[config.mk]
export PLATFORM = sky130hd
export DESIGN_NAME = ss_pwm_mod
export DESIGN_NICKNAME = d
export VERILOG_FILES = /design/src/rtl/ss_pwm_mod.sv
export SDC_FILE = /design/constraint.sdc
export NUM_CORES = 1
export LEC_CHECK = 0
export ABC_AREA = 0
export BUFFER_PORTS_ARGS = -buffer_cell sky130_fd_sc_hd__clkbuf_2
export CORE_UTILIZATION = 60
export DETAILED_ROUTE_END_ITERATION = 10
export GPL_TIMING_DRIVEN = 0
export PLACE_DENSITY_LB_ADDON = 0.12
export SYNTH_ARGS = -nofsm -noshare
export SYNTH_HDL_FRONTEND = slang
export SYNTH_SLANG_ARGS = --single-unit
export TNS_END_PERCENT = 30
[constraint.sdc]
create_clock -name clk -period 12.43 [get_ports clk]
set_input_delay 1.243 -clock clk [delete_from_list [all_inputs] [get_ports clk]]
set_output_delay 1.243 -clock clk [all_outputs]
set_load 0.05 [all_outputs]
[src/rtl/ss_pwm_mod.sv]
module ss_pwm_mod #(
  parameter int          SW        = 16,
  parameter int          PER_NOM   = 256,
  parameter int          PER_MIN   = 197,
  parameter int          PER_MAX   = 366,
  parameter logic [15:0] LFSR_SEED = 16'hACE1
) (
  input  logic                 clk,
  input  logic                 rst_n,
  input  logic                 en,
  input  logic                 spread_en,
  input  logic signed [SW-1:0] sample,
  output logic                 out_p,
  output logic                 out_n,
  output logic                 period_start
);

  localparam int CW   = $clog2(PER_MAX + 1);
  localparam int SPAN = PER_MAX - PER_MIN + 1;
  localparam int PW   = SW + CW + 1;
  localparam logic signed [PW-1:0] ONE_W = PW'(1);

  logic [CW-1:0] cnt, per_q, hi_p, hi_n;
  logic          active;
  logic [15:0]   lfsr;
  logic          wrap;

  assign wrap = en && (!active || cnt == per_q - 1'b1);

  // next period length: fixed or LFSR-mapped
  logic [CW+7:0] scaled;
  logic [CW-1:0] spread_per, nxt_per, half;

  assign scaled     = {{CW{1'b0}}, lfsr[15:8]} * (CW+8)'(SPAN);
  assign spread_per = CW'(PER_MIN) + scaled[CW+7:8];
  assign nxt_per    = spread_en ? spread_per : CW'(PER_NOM);
  assign half       = nxt_per >> 1;

  // duty offset scaled to the period, then clamped
  logic signed [PW-1:0] smp_w, per_w, half_w, prod, off_raw, lim_w, off, hp_w, hn_w;

  assign smp_w   = PW'(sample);
  assign per_w   = signed'({{(PW-CW){1'b0}}, nxt_per});
  assign half_w  = signed'({{(PW-CW){1'b0}}, half});
  assign prod    = smp_w * per_w;
  assign off_raw = prod >>> SW;
  assign lim_w   = half_w - ONE_W;
  assign off     = (off_raw > lim_w)  ? lim_w :
                   (off_raw < -lim_w) ? -lim_w : off_raw;
  assign hp_w    = half_w + off;
  assign hn_w    = half_w - off;

  logic lfsr_fb;
  assign lfsr_fb = lfsr[15] ^ lfsr[13] ^ lfsr[12] ^ lfsr[10];

  always_ff @(posedge clk or negedge rst_n) begin
    if (!rst_n) begin
      cnt    <= '0;
      per_q  <= CW'(PER_NOM);
      hi_p   <= '0;
      hi_n   <= '0;
      active <= 1'b0;
      lfsr   <= LFSR_SEED;
    end else if (!en) begin
      cnt    <= '0;
      active <= 1'b0;
    end else if (wrap) begin
      cnt    <= '0;
      active <= 1'b1;
      per_q  <= nxt_per;
      hi_p   <= hp_w[CW-1:0];
      hi_n   <= hn_w[CW-1:0];
      lfsr   <= {lfsr[14:0], lfsr_fb};
    end else begin
      cnt <= cnt + 1'b1;
    end
  end

  logic run;
  assign run          = en && active;
  assign out_p        = run && (cnt < hi_p);
  assign out_n        = run && (cnt < hi_n);
  assign period_start = run && (cnt == '0);


  en_low_hold_chk: assert property (@(posedge clk) disable iff (!rst_n)
    !en |=> (cnt == '0) && !active);


  first_tick_high_chk: assert property (@(posedge clk) disable iff (!rst_n)
    period_start |-> out_p && out_n);


  last_tick_low_chk: assert property (@(posedge clk) disable iff (!rst_n)
    (run && cnt == per_q - 1'b1) |-> !out_p && !out_n);


  period_range_chk: assert property (@(posedge clk) disable iff (!rst_n)
    active |-> (per_q >= CW'(PER_MIN)) && (per_q <= CW'(PER_MAX)));


  fixed_period_chk: assert property (@(posedge clk) disable iff (!rst_n)
    (wrap && !spread_en) |=> per_q == CW'(PER_NOM));


  mid_period_stable_chk: assert property (@(posedge clk) disable iff (!rst_n)
    (run && !wrap) |=> $stable(per_q) && $stable(hi_p) && $stable(hi_n));

endmodule

==> impl_results.md <==
* Clk pin slew, worst setup/hold paths at 0.06 ns
* Hold depth at 1
* Cell Area, Synth at 11020 um^2
* Crit start category: register
* Worst r2r dst: hi_n[8]
* Most frequently used flop master after synthesis: dfrtp_1
* Max-cap violations at 0
* Initial Util at 61.32%
* Mapped Cells at 1261
* Top post-synthesis cells by area: fa_1 24%, ha_1 17%, dfrtp_1 9.8%
* Reg2reg path depth at 60
* # setup viols final at 9
* CP startpoint: lfsr[11]
* GRT Overall Usage at 29.43%
* CP Max Fanout at 7
* Diode count at 0
* DRC Markers at 0
* FF+latch count, synth at 52
* RSZ-0062 raised after global routing: yes
* Synth area leader: fa_1
* Hold Path Class: reg -> reg
* Core Util, Final at 71.90%
* Largest net degree at the start of global routing at 53
* Most frequent cells in the layout: 217 x inv_1, 128 x ha_1, 126 x fa_1, 107 x nand2_1, 66 x buf_4
* Cts bufs inserted at 5
* Synth async-reset ratio at 100.0%
* Deepest clock path buffer count at 2
* Initial DRT Pass Iterations at 4
* Crit. End Element: register
* Number of clock sinks at 52
* Max_slew headroom at 43.95%
* H-tree Lvls at 2
* CTS tree: done
* Core Box Area at 17960 um^2
* Failing checks: negative setup slack
* R2R setup slack at -0.51 ns
* Initial antenna violation count at 0
* Via count at 8985
* IO Count at 23
* WL per Instance at 17.00 um
* Fmax at 77.31 MHz
* PnR worst setup slack at -0.5054 ns
* CP Data Required Time at 12.59 ns
* Fin. Hold Viols at 0
* Minimum clock period at 12.94 ns
* CTS hold repair buffers at 0
* Crit-path max cell delay at 0.58 ns
* Area grow syn2layout at 17.25%
* IO Port Bufs at 13
* Chip Height at 137.5 um
* DP HPWL at 20.44 mm
* Final wirelength at 26.93 mm
* Worst Skew at 0.004859 ns
* First-pass GRT wire length at 43.39 mm
* Post-DRT Antenna Nets at 0
* DRT iter0 DRCs at 434
* Global route overflow at 0
* YS warnings at 0
* Clk Tree Root Cell: clkbuf_16
* Slew Limit Fails at 0
* Fillers at 1403
* Vias in the first global route at 9123
* # rows at 49
* Final Wtd Congestion at 0.8754
* CP arrival at 13.09 ns
* Most common cell after layout, fill and taps aside: inv_1
* Worst slew pin tran at 0.8331 ns
* Sequential area share after synthesis at 11.92%
* Period utilization at 104.1%
* Netlist cell types at 83
* Nets at 1652
* Outcome: complete, but fails checks
* Critical path capture point: hi_n[8]
* Layout cell share with drive strength beyond 1 at 19.85%
* Number of flops mapped to enable cells by yosys at 0
* Skew-Pair Late Insertion Delay at 0.29 ns
* Die X-Extent at 137.5 um
* WS Path Type: reg -> reg
* Total die area at 18900 um^2
* Via density per instance at 5.672
* Slowest-stage cell, CP: fa_2
* Post-synth top area share at 23.81%
* Post-Syn Area per Cell at 8.736 um^2
* CP dominant cell by count: fa_1
* Reg2Reg Launch Point: lfsr[11]
## Yosys cell counts (22+ instances only)
library cell    n
inv_1         230
ha_1          147
fa_1          131
nand2_1       112
nor2_1         55
a21oi_1        48
xnor2_1        44
dfrtp_1        43
o21ai_0        40
and2_1         36
nor2b_1        32
and3_1         30
clkbuf_1       30
mux2_2         22
## worst min-delay path by stage
stage               to  slack, ns     from
4_1_cts        lfsr[2]       0.51  lfsr[1]
3_5_place_dp   lfsr[2]       0.50  lfsr[2]
3_3_place_gp   lfsr[2]       0.49  lfsr[1]
6_report       lfsr[2]       0.51  lfsr[1]
2_1_floorplan  lfsr[1]       0.47  lfsr[1]
5_1_grt        lfsr[1]       0.54  lfsr[1]
## area by class of cell
class	count	area (um^2)	share of cell area, %
Buffer	43	259.0	2.005
Clock buffer	6	128.9	0.9978
Inverter	232	877.1	6.791
Timing Repair Buffer	85	665.6	5.154
Sequential cell	52	1313	10.16
Tap cell	229	286.5	2.218
Multi-Input combinational cell	934	9344	72.34
Timing Repair inverter	1	7.507	0.05812
Clock inverter	2	35.03	0.2712
## repair_timing
item | in CTS | in global routing
pin swaps | 75 | 32
setup endpoints to repair | 17 | 16
buffers inserted | 54 | 16
gates resized for setup | 73 | 51
gates cloned | 2 | 0
## worst max-delay path, delay by kind of cell (launching register included)
family	cells	cell delay [ns]
buffers and inverters	12	1.16
flip-flops	1	0.56
adder cells (fa/ha/maj)	15	5.42
AO/OA/AOI/OAI	15	2.92
XOR/XNOR	2	0.38
AND/OR/NAND/NOR	15	2.05
multiplexers	1	0.29
## per-layer routing
layer	part of all wire, %	track usage [%]	wire length (um)
met4	2.2	8.913	595
met1	43	36.60	11530
met5	0	0	0
met3	3.3	1.656	887
met2	52	54.38	13910
## through the flow
step | TNS [ns] | hold slack, ns | setup WS, ns | std cells | cell area [um^2]
6_report | -2.725 | 0.5120 | -0.5054 | 1584 | 12920
5_1_grt | -9.365 | 0.5352 | -1.007 | 1584 | 12920
4_1_cts | -1.784 | 0.5106 | -0.3530 | 1568 | 12560
3_5_place_dp | -22.60 | 0.4959 | -1.983 | 1508 | 11610
3_3_place_gp | -19.91 | 0.4882 | -1.812 | 1508 | 11610
2_1_floorplan | -0.1532 | 0.4750 | -0.1139 | 1266 | 11260
## flip-flops by register name (all words and copies together), names as in the netlist
signal and cells:
lfsr 16, hi_n 8, per_q 9, hi_p 9, active 1, cnt 9
## logic make-up (layout without fill, tap and decap cells)
kind of cell,count (synthesis),count (layout),synth area share [%]
XOR/XNOR,64,64,5.282
AND/OR/NAND/NOR,351,351,16.30
buffers and inverters,280,369,9.780
multiplexers,39,39,3.839
other,1,6,0.03404
flip-flops,52,52,11.92
adder cells (fa/ha/maj),278,278,40.50
AO/OA/AOI/OAI,196,196,12.35
Power is left out: the tool's default activity adds up to more than one toggle a clock period on the data nets, which glitch-free logic cannot reach.
